==> src/rtl/nand_pgm_pkg.sv <==
package nand_pgm_pkg;
    localparam logic [7:0] OP_LOAD    = 8'h80;
    localparam logic [7:0] OP_CONFIRM = 8'h10;
    localparam logic [7:0] OP_STATUS  = 8'h70;
    localparam int         RDY_BIT    = 6;
    localparam int         FAIL_BIT   = 0;

    typedef enum logic [2:0] {
        S_IDLE,
        S_CMD_LOAD,
        S_ADDR,
        S_DATA,
        S_CMD_CONF,
        S_WAIT_RB,
        S_CMD_STAT,
        S_READ_STAT
    } pgm_state_t;
endpackage

==> src/rtl/nand_strobe_gen.sv <==
module nand_strobe_gen #(
    parameter int LOW_CLKS  = 3,
    parameter int HIGH_CLKS = 2
) (
    input  logic clk,
    input  logic rst_n,
    input  logic req,
    input  logic rd,
    output logic we_n,
    output logic re_n,
    output logic sample,
    output logic fin
);
    localparam int SPAN = (LOW_CLKS > HIGH_CLKS) ? LOW_CLKS : HIGH_CLKS;
    localparam int CW   = $clog2(SPAN + 1);

    typedef enum logic [1:0] {P_IDLE, P_LOW, P_HIGH} phase_t;

    phase_t        phase_q;
    logic [CW-1:0] cnt_q;
    logic          rd_q;

    always_ff @(posedge clk or negedge rst_n) begin
        if (!rst_n) begin
            phase_q <= P_IDLE;
            cnt_q   <= '0;
            rd_q    <= 1'b0;
        end else begin
            unique case (phase_q)
                P_IDLE: if (req) begin
                    phase_q <= P_LOW;
                    cnt_q   <= '0;
                    rd_q    <= rd;
                end
                P_LOW: if (cnt_q == CW'(LOW_CLKS - 1)) begin
                    phase_q <= P_HIGH;
                    cnt_q   <= '0;
                end else begin
                    cnt_q <= cnt_q + 1'b1;
                end
                P_HIGH: if (cnt_q == CW'(HIGH_CLKS - 1)) begin
                    phase_q <= P_IDLE;
                    cnt_q   <= '0;
                end else begin
                    cnt_q <= cnt_q + 1'b1;
                end
                default: phase_q <= P_IDLE;
            endcase
        end
    end

    always_comb begin
        we_n   = !(phase_q == P_LOW && !rd_q);
        re_n   = !(phase_q == P_LOW && rd_q);
        sample = (phase_q == P_LOW)  && (cnt_q == CW'(LOW_CLKS - 1));
        fin    = (phase_q == P_HIGH) && (cnt_q == CW'(HIGH_CLKS - 1));
    end

    // checker: length of each low pulse
    logic [15:0] low_run_q;
    always_ff @(posedge clk or negedge rst_n) begin
        if (!rst_n)             low_run_q <= '0;
        else if (we_n && re_n)  low_run_q <= '0;
        else                    low_run_q <= low_run_q + 1'b1;
    end

    // low phase is exactly LOW_CLKS clocks
    a_r4_low_width: assert property (@(posedge clk) disable iff (!rst_n)
        $rose(we_n && re_n) |-> (low_run_q == 16'(LOW_CLKS)));
    // never both strobes low
    a_r4_one_strobe: assert property (@(posedge clk) disable iff (!rst_n)
        !(!we_n && !re_n));
endmodule

==> src/rtl/nand_wait_timer.sv <==
module nand_wait_timer #(
    parameter int TMO_W = 20
) (
    input  logic             clk,
    input  logic             rst_n,
    input  logic             run,
    input  logic [TMO_W-1:0] limit,
    output logic             expired
);
    logic [TMO_W-1:0] cnt_q;

    assign expired = run && (cnt_q >= limit);

    always_ff @(posedge clk or negedge rst_n) begin
        if (!rst_n)             cnt_q <= '0;
        else if (!run)          cnt_q <= '0;
        else if (!expired)      cnt_q <= cnt_q + 1'b1;
    end

    // the count never passes the limit while waiting
    a_r8_cnt_bounded: assert property (@(posedge clk) disable iff (!rst_n)
        (run && $past(run) && cnt_q > limit) |-> $stable(cnt_q));
endmodule

==> src/rtl/nand_pgm_ctrl.sv <==
module nand_pgm_ctrl
    import nand_pgm_pkg::*;
#(
    parameter int MAX_BYTES   = 528,
    parameter int LOW_CLKS    = 3,
    parameter int HIGH_CLKS   = 2,
    parameter int SETTLE_CLKS = 4,
    parameter int TMO_W       = 20,
    parameter int LEN_W       = $clog2(MAX_BYTES + 1)
) (
    input  logic             clk,
    input  logic             rst_n,
    input  logic             start,
    input  logic [31:0]      addr,
    input  logic [LEN_W-1:0] byte_cnt,
    input  logic             poll_mode,
    input  logic [TMO_W-1:0] tmo_lim,
    input  logic [7:0]       din,
    input  logic             din_valid,
    output logic             din_ready,
    output logic             busy,
    output logic             done,
    output logic             pass,
    output logic             err_len,
    output logic             err_tmo,
    output logic             nand_ce_n,
    output logic             nand_cle,
    output logic             nand_ale,
    output logic             nand_we_n,
    output logic             nand_re_n,
    output logic [7:0]       nand_io_out,
    output logic             nand_io_oe,
    input  logic [7:0]       nand_io_in,
    input  logic             nand_rb_n
);
    localparam int SW = $clog2(SETTLE_CLKS + 1);

    pgm_state_t       state_q, state_d;
    logic [31:0]      addr_q;
    logic [LEN_W-1:0] len_q, idx_q;
    logic             poll_q, hold_q;
    logic [7:0]       byte_q, stat_q;
    logic [SW-1:0]    settle_q;
    logic             done_q, pass_q, elen_q, etmo_q;

    logic req, rd, sample, fin, expired, waiting, bad_len;

    assign bad_len = (byte_cnt == '0) || (byte_cnt > LEN_W'(MAX_BYTES));
    assign waiting = (state_q == S_WAIT_RB) || (state_q == S_CMD_STAT) ||
                     (state_q == S_READ_STAT);

    nand_strobe_gen #(.LOW_CLKS(LOW_CLKS), .HIGH_CLKS(HIGH_CLKS)) strobe_i (
        .clk(clk), .rst_n(rst_n), .req(req), .rd(rd),
        .we_n(nand_we_n), .re_n(nand_re_n), .sample(sample), .fin(fin));

    nand_wait_timer #(.TMO_W(TMO_W)) timer_i (
        .clk(clk), .rst_n(rst_n), .run(waiting), .limit(tmo_lim),
        .expired(expired));

    // next state
    always_comb begin
        state_d = state_q;
        unique case (state_q)
            S_IDLE:      if (start && !bad_len) state_d = S_CMD_LOAD;
            S_CMD_LOAD:  if (fin) state_d = S_ADDR;
            S_ADDR:      if (fin && idx_q == LEN_W'(3)) state_d = S_DATA;
            S_DATA:      if (fin && idx_q == len_q - 1'b1) state_d = S_CMD_CONF;
            S_CMD_CONF:  if (fin) state_d = poll_q ? S_CMD_STAT : S_WAIT_RB;
            S_WAIT_RB:   if (expired) state_d = S_IDLE;
                         else if (settle_q == '0 && nand_rb_n) state_d = S_CMD_STAT;
            S_CMD_STAT:  if (fin) state_d = S_READ_STAT;
            S_READ_STAT: if (fin && (stat_q[RDY_BIT] || expired)) state_d = S_IDLE;
            default:     state_d = S_IDLE;
        endcase
    end

    // state register and datapath
    always_ff @(posedge clk or negedge rst_n) begin
        if (!rst_n) begin
            state_q  <= S_IDLE;
            addr_q   <= '0;
            len_q    <= '0;
            idx_q    <= '0;
            poll_q   <= 1'b0;
            hold_q   <= 1'b0;
            byte_q   <= '0;
            stat_q   <= '0;
            settle_q <= '0;
            done_q   <= 1'b0;
            pass_q   <= 1'b0;
            elen_q   <= 1'b0;
            etmo_q   <= 1'b0;
        end else begin
            state_q <= state_d;
            done_q  <= 1'b0;
            unique case (state_q)
                S_IDLE: if (start) begin
                    done_q <= bad_len;
                    elen_q <= bad_len;
                    etmo_q <= 1'b0;
                    pass_q <= 1'b0;
                    addr_q <= addr;
                    len_q  <= byte_cnt;
                    poll_q <= poll_mode;
                    idx_q  <= '0;
                    hold_q <= 1'b0;
                end
                S_ADDR: if (fin) idx_q <= (idx_q == LEN_W'(3)) ? '0 : idx_q + 1'b1;
                S_DATA: begin
                    if (!hold_q && din_valid) begin
                        hold_q <= 1'b1;
                        byte_q <= din;
                    end
                    if (fin) begin
                        hold_q <= 1'b0;
                        idx_q  <= idx_q + 1'b1;
                    end
                end
                S_CMD_CONF: if (fin) settle_q <= SW'(SETTLE_CLKS);
                S_WAIT_RB: begin
                    if (settle_q != '0) settle_q <= settle_q - 1'b1;
                    if (expired) begin
                        done_q <= 1'b1;
                        etmo_q <= 1'b1;
                    end
                end
                S_READ_STAT: begin
                    if (sample) stat_q <= nand_io_in;
                    if (fin && stat_q[RDY_BIT]) begin
                        done_q <= 1'b1;
                        pass_q <= !stat_q[FAIL_BIT];
                    end else if (fin && expired) begin
                        done_q <= 1'b1;
                        etmo_q <= 1'b1;
                    end
                end
                default: ;
            endcase
        end
    end

    // outputs
    always_comb begin
        nand_ce_n   = (state_q == S_IDLE) || (state_q == S_WAIT_RB && state_d == S_IDLE);
        nand_cle    = 1'b0;
        nand_ale    = 1'b0;
        nand_io_out = 8'h00;
        nand_io_oe  = 1'b0;
        req         = 1'b0;
        rd          = 1'b0;
        unique case (state_q)
            S_CMD_LOAD:  begin nand_cle = 1'b1; nand_io_out = OP_LOAD;    nand_io_oe = 1'b1; req = 1'b1; end
            S_CMD_CONF:  begin nand_cle = 1'b1; nand_io_out = OP_CONFIRM; nand_io_oe = 1'b1; req = 1'b1; end
            S_CMD_STAT:  begin nand_cle = 1'b1; nand_io_out = OP_STATUS;  nand_io_oe = 1'b1; req = 1'b1; end
            S_ADDR: begin
                nand_ale   = 1'b1;
                nand_io_oe = 1'b1;
                req        = 1'b1;
                unique case (idx_q[1:0])
                    2'd0: nand_io_out = addr_q[7:0];
                    2'd1: nand_io_out = addr_q[15:8];
                    2'd2: nand_io_out = addr_q[23:16];
                    default: nand_io_out = addr_q[31:24];
                endcase
            end
            S_DATA:      begin nand_io_out = byte_q; nand_io_oe = 1'b1; req = hold_q; end
            S_READ_STAT: begin req = 1'b1; rd = 1'b1; end
            default: ;
        endcase
        din_ready = (state_q == S_DATA) && !hold_q;
        busy      = (state_q != S_IDLE);
        done      = done_q;
        pass      = pass_q;
        err_len   = elen_q;
        err_tmo   = etmo_q;
    end

    // bad length refused on the next clock
    a_r3_reject: assert property (@(posedge clk) disable iff (!rst_n)
        (state_q == S_IDLE && start && bad_len) |=> (done && err_len && !pass && nand_ce_n));
    // done is a single-clock pulse
    a_r7_done_pulse: assert property (@(posedge clk) disable iff (!rst_n)
        done |=> !done);
    // the sequencer is idle when it reports done
    a_r10_idle_at_done: assert property (@(posedge clk) disable iff (!rst_n)
        done |-> !busy);
    // read strobe only with chip enabled and bus released
    a_r9_read_dir: assert property (@(posedge clk) disable iff (!rst_n)
        !nand_re_n |-> (!nand_ce_n && !nand_io_oe));
    // latch enables exclusive
    a_r1_latch_excl: assert property (@(posedge clk) disable iff (!rst_n)
        !(nand_cle && nand_ale));
    // timeout never reports pass
    a_r8_tmo_fail: assert property (@(posedge clk) disable iff (!rst_n)
        (done && err_tmo) |-> !pass);
endmodule

==> config.mk <==
export PLATFORM = sky130hd
export DESIGN_NAME = nand_pgm_ctrl
export DESIGN_NICKNAME = d
export VERILOG_FILES = /design/src/rtl/nand_pgm_pkg.sv /design/src/rtl/nand_strobe_gen.sv /design/src/rtl/nand_wait_timer.sv /design/src/rtl/nand_pgm_ctrl.sv
export SDC_FILE = /design/constraint.sdc
export NUM_CORES = 1
export LEC_CHECK = 0
export BUFFER_PORTS_ARGS = -buffer_cell sky130_fd_sc_hd__buf_4
export CORE_MARGIN = 4
export CORE_UTILIZATION = 40
export CTS_BUF_LIST = sky130_fd_sc_hd__clkbuf_4 sky130_fd_sc_hd__clkbuf_8
export CTS_CLUSTER_DIAMETER = 80
export DETAILED_ROUTE_END_ITERATION = 6
export PLACE_DENSITY = 0.71
export RECOVER_POWER = 50
export SLEW_MARGIN = 20
export SYNTH_ARGS = -nofsm -noshare
export SYNTH_HDL_FRONTEND = slang
export SYNTH_SLANG_ARGS = --single-unit
==> constraint.sdc <==
create_clock -name clk -period 3.6 [get_ports clk]
set_input_delay 0.72 -clock clk [delete_from_list [all_inputs] [get_ports clk]]
set_output_delay 0.72 -clock clk [all_outputs]
set_load 0.02 [all_outputs]
## After elaboration in Yosys (flattened, before gate mapping)

Cells that the tools add are included.

- Word-level logic and storage cells: 158
- Register bits: 104
- Input bits: 84

- Equal/unequal tests: 29
- Reduce and logical (&&, ||, !) cells: 54
- $add $sub $neg: 5
- Magnitude comparators: 2
- Multiplexer cells: 51

Operators by type and width:

| operator | count |
|---|---|
| $mux 10 | 4 |
| $mux 20 | 2 |
| $pmux 8 s5 | 1 |
| $mux 3 | 11 |
| $pmux 10 s3 | 1 |
| $pmux 3 s8 | 1 |
| $pmux 8 s3 | 1 |
| $add 20x1->20 const B | 1 |
| $ge 20x20->1 | 1 |
| $ne 2x2->1 const B | 9 |
| $logic_and 1x1->1 | 15 |
| $mux 1 | 15 |
| $reduce_bool 3->1 | 5 |
| $mux 2 | 7 |
| $eq 3x3->1 const B | 4 |
| $pmux 2 s3 | 2 |
| $reduce_and 3->1 | 4 |
| $add 10x1->10 const B | 1 |
| $eq 10x10->1 | 1 |
| $eq 10x2->1 const B | 1 |
| $gt 10x10->1 const B | 1 |
| $logic_not 10->1 | 1 |
| $reduce_and 2->1 | 5 |
| $reduce_or 5->1 | 2 |
| other kinds (20) | 45 |

## Longest topological paths before layout

Gate-level depths: netlist (run 1).

- Depth in word-level cells: 11
- Gate-level depth with buffers: 9

## Hierarchy

A second synthesis (run 1) with hierarchy kept.

- Cell total of the unflattened synthesis: 691
- Area total of the unflattened synthesis: 5,982.0 µm²

By module, submodules not included:

| module | cells an instance | sequential area each (µm²) | instances | area each (µm²) |
|---|---|---|---|---|
| nand_pgm_ctrl | 462 | 1,851.8 | 1 | 4,008.8 |
| nand_wait_timer | 192 | 500.5 | 1 | 1,630.3 |
| nand_strobe_gen | 37 | 125.1 | 1 | 342.8 |

## Least setup slack after synthesis (run 1)

OpenSTA, ideal clock, no wires.

- Path kind: input to output
- Start point: input tmo_lim[19]
- End point: output nand_ce_n
- Cell stages on the path: 9
- Data required time: 2,880 ps
- Slack: 427 ps
- Arrival: 2,453 ps
- Buffers on the path: 1
- Cell sequence: inv_1 > ha_1 > nand4_1 > nor4_1 > and4_1 > a211o_1 > clkbuf_1 > nand2_1 > nand2_1

- Longest elaborated chain between the ends: 9

Ends and longest elaborated chain:

| element | line | text |
|---|---|---|
| start: declaration | nand_pgm_ctrl.sv:17 | `input logic [TMO_W-1:0] tmo_lim,` |
| $ge 20x20->1 * | nand_wait_timer.sv:12 | `assign expired = run && (cnt_q >= limit);` |
| $logic_and 1x1->1 * | nand_wait_timer.sv:12 |  |
| $logic_or 1x1->1 | nand_pgm_ctrl.sv:72 | `S_READ_STAT: if (fin && (stat_q[RDY_BIT] \|\| expired)) state_d = S_IDLE;` |
| $logic_and 1x1->1 | nand_pgm_ctrl.sv:72 |  |
| $mux 3 | nand_pgm_ctrl.sv:72 |  |
| $pmux 3 s8 * | nand_pgm_ctrl.sv:63 | `unique case (state_q)` |
| $logic_not 3->1 * | nand_pgm_ctrl.sv:144 | `nand_ce_n = (state_q == S_IDLE) \|\| (state_q == S_WAIT_RB && state_d == S_IDLE);` |
| $logic_and 1x1->1 * | nand_pgm_ctrl.sv:144 |  |
| $logic_or 1x1->1 * | nand_pgm_ctrl.sv:144 |  |
| end: declaration | nand_pgm_ctrl.sv:26 | `output logic nand_ce_n,` |

Every way passes the cells marked *; elsewhere a longest branch is shown, timed or not.

## Worst setup path after layout (run 1)

Same ends and word-level chain as after synthesis.

==> summary.txt, run 1 <==
Synthesis
  • Register area share after synthesis: 42.4%
  • Most common library cells after synthesis: 162 x nand2_1, 99 x dfrtp_1, 47 x nor2_1
  • Area contributors post-synth: dfrtp_1 42%, nand2_1 10%, ha_1 6.9%
  • #FFs+latches synth: 99
  • Gate Count Post-Synth: 698
  • Top_reg_cell synth: dfrtp_1
  • Post-synth ARST share: 100%
  • Most common cell in the synthesized netlist: nand2_1
  • Synth top area share: 42.4%
  • Synth unique cells: 58
  • Yosys top cell by area: dfrtp_1
  • Yosys warns: 0
  • Syn nets: 814
  • Avg Cell Area, Syn: 8.37 um^2
  • Number of flops mapped to enable cells by yosys: 0
  • Synthesized area: 5840 um^2

Finish
  • Final net count: 893
  • Post-layout util: 49.1%
  • Reg area: 2480 um^2
  • Area growth from synthesis to layout: 18.5%
  • Fill cell count: 1387
  • Multi-input combinational cell area: 3080 um^2
  • Diode count: 0
  • Share of cells above drive strength 1: 17.1%

CTS
  • Post-CTS Hold Fix Bufs: 0
  • CTS Buf Count: 9
  • H-tree depth: 3
  • Clock Latency Late Sink: 0.38 ns
  • Root Buffer: clkbuf_8
  • PostCTS Resize Cnt: 0
  • CTS clk-pin slew, worst paths: 0.10 ns
  • CTS tree: yes
  • Sink Count: 99
  • CTS max path bufs: 2
  • Setup bufs post-CTS: 0

Worst setup path
  • CP Cell Sequence: buf_4 > inv_1 > ha_1 > nand4_1 > nor4_1 > and4_1 > a211o_1 > nand2_1 > nand2_1 > buf_4
  • Startpoint types: primary input
  • Endpoint class of the critical path: primary output
  • CP top delay family: simple AND/OR/NAND/NOR gates
  • Buf+Inv Stages, Crit Path: 3
  • Critical Path RT: 2.88 ns
  • Worst r2r dst: timer_i.cnt_q[12]
  • Worst R2R Path Depth: 8
  • Critical Path Fanout Max: 4
  • CP peak stage delay: 0.44 ns
  • Arrival time worst endpoint: 2.54 ns
  • Slowest CP cell: nor4_1
  • Reg2reg start: timer_i.cnt_q[5]
  • Worst Setup Path Type: primary input to primary output
  • Worst R2R Setup Slack: 0.90 ns

Die
  • Effective utilization at floorplan: 41.4%
  • # IOs: 104
  • Core Footprint: 14100 um^2
  • Num rows: 43
  • Chip width: 129 um
  • Die area: 16600 um^2
  • Die Ht: 129 um

Global route
  • Initial antenna violation count: 0
  • Global route total overflow: 0
  • Gr usage total: 17.0%
  • Largest net degree at the start of global routing: 59
  • Vias in the first global route: 4831
  • First-pass GRT wire length: 22800 um

Drt
  • Routed wl met2: 6430 um
  • DR top layer: met4
  • # DRC: 0
  • Final wirelength: 13900 um
  • M1 WL: 6510 um
  • Vias/cell: 5.30
  • Drt pass-1 iters: 6
  • Detail-routed net length per standard cell: 14.5 um
  • Antenna viol nets, final: 0
  • WL met3: 838 um
  • 1st-iter DRT viols: 345
  • Vias: 5097

Flow run
  • Max_cap viols: 0

STA
  • Final Skew: 0.00721 ns
  • Slew at the pin closest to its max-slew limit: 1.44 ns
  • Post-layout min period: 3.26 ns
  • Relative slew slack: 4.30%
  • RSZ-0062 raised after global routing: no
  • Fin crit share: 90.4%
  • Final Slew Violations: 0
  • Achievable frequency: 307 MHz
  • Fin. Hold Viols: 0
  • Final Setup Violations: 0
  • Total Neg Setup Slack: 0 ns

Hold path
  • Worst Hold Class: register to register
  • Hold path startpoint: stat_q[0]
  • Worst Hold End: pass
  • Hold Path Stages: 1

Power
  • Leak: 3.38 nW
  • Power Density: 685 nW/um^2
  • Peak VDD IR: 0.380 mV

Place
  • DPL Wire Length: 10100 um
  • Final RePlAce weighted congestion: 0.829
  • IO buf count: 97

Run status
  • Status: complete, no violations
-- layout by cell type (no fill, tap or decap), types with 5 or more instances in the layout --
cell and instances:
nand2_1 162, dfrtp_1 99, buf_4 98, nor2_1 47, a21oi_1 43, inv_1 40
o21ai_0 40, ha_1 32, nand3_1 21, nor3_1 18, xnor2_1 14, nand4_1 12
or3_1 12, mux2_2 10, clkbuf_8 10, nand2b_1 9, and3_1 9, a222oi_1 8
o31ai_1 7, a21o_1 6, xor2_1 5
-- worst register-to-register path, cell delays in order, from the launching register on --
cell	delay, ns
dfrtp_1	0.44
ha_1	0.30
a21o_1	0.18
a221o_1	0.31
o2bb2ai_1	0.18
a211o_1	0.31
buf_4	0.21
or4_1	0.52
a21oi_1	0.17
-- through the flow --
stage / setup slack [ns] / power, W / instances / hold WS [ns] / area, um^2
3_3_place_gp: 0.372 / 0.00390 / 946 / 0.458 / 6720
6_report: 0.344 / 0.00474 / 962 / 0.482 / 6920
4_1_cts: 0.334 / 0.00479 / 962 / 0.409 / 6950
3_5_place_dp: 0.338 / 0.00394 / 946 / 0.463 / 6720
2_1_floorplan: 0.427 / 0.00331 / 698 / 0.422 / 5840
5_1_grt: 0.170 / 0.00514 / 962 / 0.504 / 6920
-- layer usage --
layer / track usage (%) / vias to the layer above
li1: - / 2578
met1: 22.8 / 2385
met2: 27.3 / 120
met3: 4.48 / 14
met5: 0 / -
met4: 4.45 / 0
-- state kept, by name, summed over array words and instances (netlist names) --
register,flops
stat_q,2
timer_i.cnt_q,20
strobe_i.phase_q,2
len_q,10
idx_q,10
hold_q,1
addr_q,32
err_len,1
settle_q,3
byte_q,8
strobe_i.rd_q,1
poll_q,1
done,1
pass,1
strobe_i.cnt_q,2
state_q,3
err_tmo,1
-- cell families after synthesis --
group / after synthesis / synth area share [%]
simple gates: 320 / 25.0
compound gates: 138 / 15.4
flops: 99 / 42.4
buf+inv: 76 / 4.93
fa+ha+maj: 32 / 6.86
xor+xnor: 19 / 2.85
mux: 14 / 2.61
-- final cells by class --
class	instances	share of cell area, %
tap	180	3.25
inverter	40	2.17
sequential	99	35.8
clock inverter	6	1.36
multi-input combinational	523	44.4
timing repair buffer	104	11.0
clock buffer	10	1.99
-- power by group --
group          internal (W)  switching [W]
clock network      0.000418       0.000415
logic              0.000842        0.00115
registers           0.00152       0.000398
total               0.00278        0.00196
-- how the worst max path moves through the flow --
stage                       from         to  slack (ns)  cells after the start
6_report             tmo_lim[19]  nand_ce_n        0.34                     10
5_1_grt        timer_i.cnt_q[19]  nand_ce_n        0.17                      8
3_3_place_gp         tmo_lim[19]  nand_ce_n        0.37                     10
2_1_floorplan        tmo_lim[19]  nand_ce_n        0.43                      9
3_5_place_dp         tmo_lim[19]  nand_ce_n        0.34                     10
4_1_cts              tmo_lim[19]  nand_ce_n        0.33                     10
(Power assumes the default switching activity.)
==> run 2, diff against run 1 <==
--- a/config.mk
+++ b/config.mk
@@ -6,7 +6,7 @@
 export NUM_CORES = 1
 export LEC_CHECK = 0
 export BUFFER_PORTS_ARGS = -buffer_cell sky130_fd_sc_hd__buf_4
-export CORE_MARGIN = 4
+export CORE_MARGIN = 8
 export CORE_UTILIZATION = 40
 export CTS_BUF_LIST = sky130_fd_sc_hd__clkbuf_4 sky130_fd_sc_hd__clkbuf_8
 export CTS_CLUSTER_DIAMETER = 80
==> run 2 against run 1 <==
Net effect: count of clock-buffer cells in the layout grew 1; global-route usage shrank 0.93 points; critical path depth is the same; combinational power is essentially flat; register-to-register slack lost 0.03 ns; non-clock buffer count is the same; sequential power is essentially flat; the run now ends with capacitance limit, slew limit left; sequential share of layout area grew 0.12 points; sequential cell count is the same; routed wire length grew 2.9%.
==> summary.txt, run 2 (synthesis gave the netlist of run 1 again) <==
Run status
  • Status: finished, violations left (was complete, no violations)
  • Failing checks: capacitance limit, slew limit

Finish
  • Most common cell after layout, fill and taps aside: nand2_1 (unchanged)
  • Largest regs: addr_q: 32 flops, timer_i.cnt_q: 20 flops (unchanged)
  • Diode count: 0 (unchanged)
  • Reg with most FFs: addr_q (unchanged)
  • Share of cells above drive strength 1: 17.1% (unchanged)
  • Fin area: 6900 um^2 (was 6920 um^2)
  • Final net count: 893 (unchanged)
  • Commonest cells after routing, fill and taps aside: 162 x nand2_1, 99 x dfrtp_1, 98 x buf_4 (unchanged)
  • Area growth from synthesis to layout: 18.1% (was 18.5%)
  • Largest register FFs: 32 (unchanged)
  • Post-layout util: 47.8% (was 49.1%)

Worst setup path
  • CP Cell Sequence: buf_4 > inv_1 > ha_1 > nand4_1 > nor4_1 > and4_1 > a211o_1 > nand2_1 > nand2_1 > buf_4 (unchanged)
  • Arrival time worst endpoint: 2.57 ns (was 2.54 ns)
  • Endpoint class of the critical path: primary output (unchanged)
  • Reg2reg start: timer_i.cnt_q[5] (unchanged)
  • Startpoint types: primary input (unchanged)
  • Crit path launch: tmo_lim[19] (unchanged)
  • Worst R2R Path Depth: 8 (unchanged)
  • Worst Setup Path Type: primary input to primary output (unchanged)
  • Slowest CP cell: nor4_1 (unchanged)
  • CP peak stage delay: 0.49 ns (was 0.44 ns)
  • Critical Path RT: 2.88 ns (about the same)
  • Critical Path Fanout Max: 4 (unchanged)

Flow run
  • Max_cap viols: 1 (was 0)

Drt
  • Vias/cell: 5.35 (was 5.30)
  • Final wirelength: 14400 um (was 13900 um)
  • Vias: 5166 (was 5097)
  • # DRC: 0 (unchanged)
  • 1st-iter DRT viols: 254 (was 345)
  • Antenna viol nets, final: 0 (unchanged)
  • Drt pass-1 iters: 5 (was 6)
  • Detail-routed net length per standard cell: 14.9 um (was 14.5 um)

Die
  • # IOs: 104 (unchanged)
  • Num rows: 44 (was 43)
  • Chip width: 137 um (was 129 um)
  • Core Footprint: 14400 um^2 (was 14100 um^2)
  • Effective utilization at floorplan: 40.5% (was 41.4%)
  • Die area: 18700 um^2 (was 16600 um^2)
  • Die Ht: 137 um (was 129 um)

Hold path
  • Hold Path Stages: 2 (was 1)
  • Hold path startpoint: addr_q[27] (was stat_q[0])
  • Worst Hold Class: register to register (unchanged)

Global route
  • Global route total overflow: 0 (unchanged)
  • Vias in the first global route: 5071 (was 4831)
  • First-pass GRT wire length: 24300 um (was 22800 um)
  • Largest net degree at the start of global routing: 63 (was 59)
  • Gr usage total: 16.0% (was 17.0%)
  • Initial antenna violation count: 0 (unchanged)

CTS
  • H-tree depth: 3 (unchanged)
  • Setup bufs post-CTS: 0 (unchanged)
  • Post-CTS Hold Fix Bufs: 0 (unchanged)
  • Root Buffer: clkbuf_8 (unchanged)
  • PostCTS Resize Cnt: 0 (unchanged)
  • CTS Buf Count: 9 (unchanged)
  • CTS tree: yes (unchanged)
  • CTS clk-pin slew, worst paths: 0.10 ns (about the same)
  • Clock Latency Late Sink: 0.38 ns (about the same)
  • Sink Count: 99 (unchanged)
  • CTS max path bufs: 2 (unchanged)

Power
  • Clk pwr share: 15.9% (was 17.6%)
  • Power Density: 676 nW/um^2 (was 685 nW/um^2)
  • Sequential share of power: 41.1% (was 40.5%)
  • Sw Share: 42.0% (was 41.4%)
  • Logic pwr share: 42.9% (was 42.0%)
  • Cell internal pwr: 0.00270 W (was 0.00278 W)
  • Net Switching: 0.00196 W (about the same)
  • Leak: 3.36 nW (was 3.38 nW)
  • Peak VDD IR: 0.410 mV (was 0.380 mV)
  • Power after layout: 0.00466 W (was 0.00474 W)

STA
  • RSZ-0062 raised after global routing: no (unchanged)
  • Final Setup Violations: 0 (unchanged)
  • Total Neg Setup Slack: 0 ns (unchanged)
  • Fin. Hold Viols: 0 (unchanged)
  • Slew at the pin closest to its max-slew limit: 1.53 ns (was 1.44 ns)
  • Achievable frequency: 304 MHz (was 307 MHz)
  • Final Slew Violations: 63 (was 0)
  • Final Skew: 0.0105 ns (was 0.00721 ns)
  • Relative slew slack: -1.76% (was 4.30%)
  • Fin crit share: 91.5% (was 90.4%)
  • Post-layout min period: 3.29 ns (was 3.26 ns)

Place
  • Final RePlAce weighted congestion: 0.830 (was 0.829)
  • DP Area: 6730 um^2 (was 6720 um^2)
  • IO buf count: 97 (unchanged)
  • DPL Wire Length: 10600 um (was 10100 um)
-- run 2: layout make-up --
cell class | instances | area (um^2)
Multi-Input combinational cell | 523 | 3080
Clock buffer | 11 | 139
Sequential cell | 99 | 2480
Inverter | 40 | 150
Fill cell | 1427 | 7530
Clock inverter | 5 | 63.8
Timing Repair Buffer | 104 | 761
Tap cell | 184 | 230
-- run 2: final timing paths --
| kind | to | slack, ns |
|---|---|---|
| setup / recovery | nand_ce_n | 0.31 |
| hold / removal | addr_q[27] | 0.48 |
| setup reg to reg | timer_i.cnt_q[12] | 0.87 |
| hold reg to reg | addr_q[27] | 0.48 |
| max in group asynchronous | strobe_i.cnt_q[1] | 1.19 |
| min in group asynchronous | addr_q[6] | 0.71 |
-- run 2: through the flow --
stage	hold WS, ns	cells	worst slack (ns)
finish	0.482	966	0.307
global route	0.509	966	0.0954
CTS	0.445	966	0.279
detailed placement	0.462	950	0.303
global placement	0.458	950	0.308
floorplan	0.422	698	0.427
-- run 2: metal layers --
metal	track usage, %	vias to the layer above	share of wire, %
li1	-	2577	-
met1	21.1	2445	46
met2	25.0	128	45
met3	4.66	16	6.8
met4	4.95	0	1.7
met5	0	-	0
-- run 2: power by group through the flow --
stage          logic (W)  registers (W)  clock network, W
4_1_cts          0.00203        0.00192          0.000761
3_5_place_dp     0.00203        0.00193                 0
2_1_floorplan    0.00153        0.00178                 0
3_3_place_gp     0.00198        0.00192                 0
6_report         0.00200        0.00192          0.000743
5_1_grt          0.00228        0.00200          0.000809
-- run 2: worst max-delay path: cells and delay by family --
family / cells / cell delay, ns
buf+inv: 3 / 0.25
fa+ha+maj: 1 / 0.30
compound gates: 1 / 0.17
simple gates: 5 / 1.14
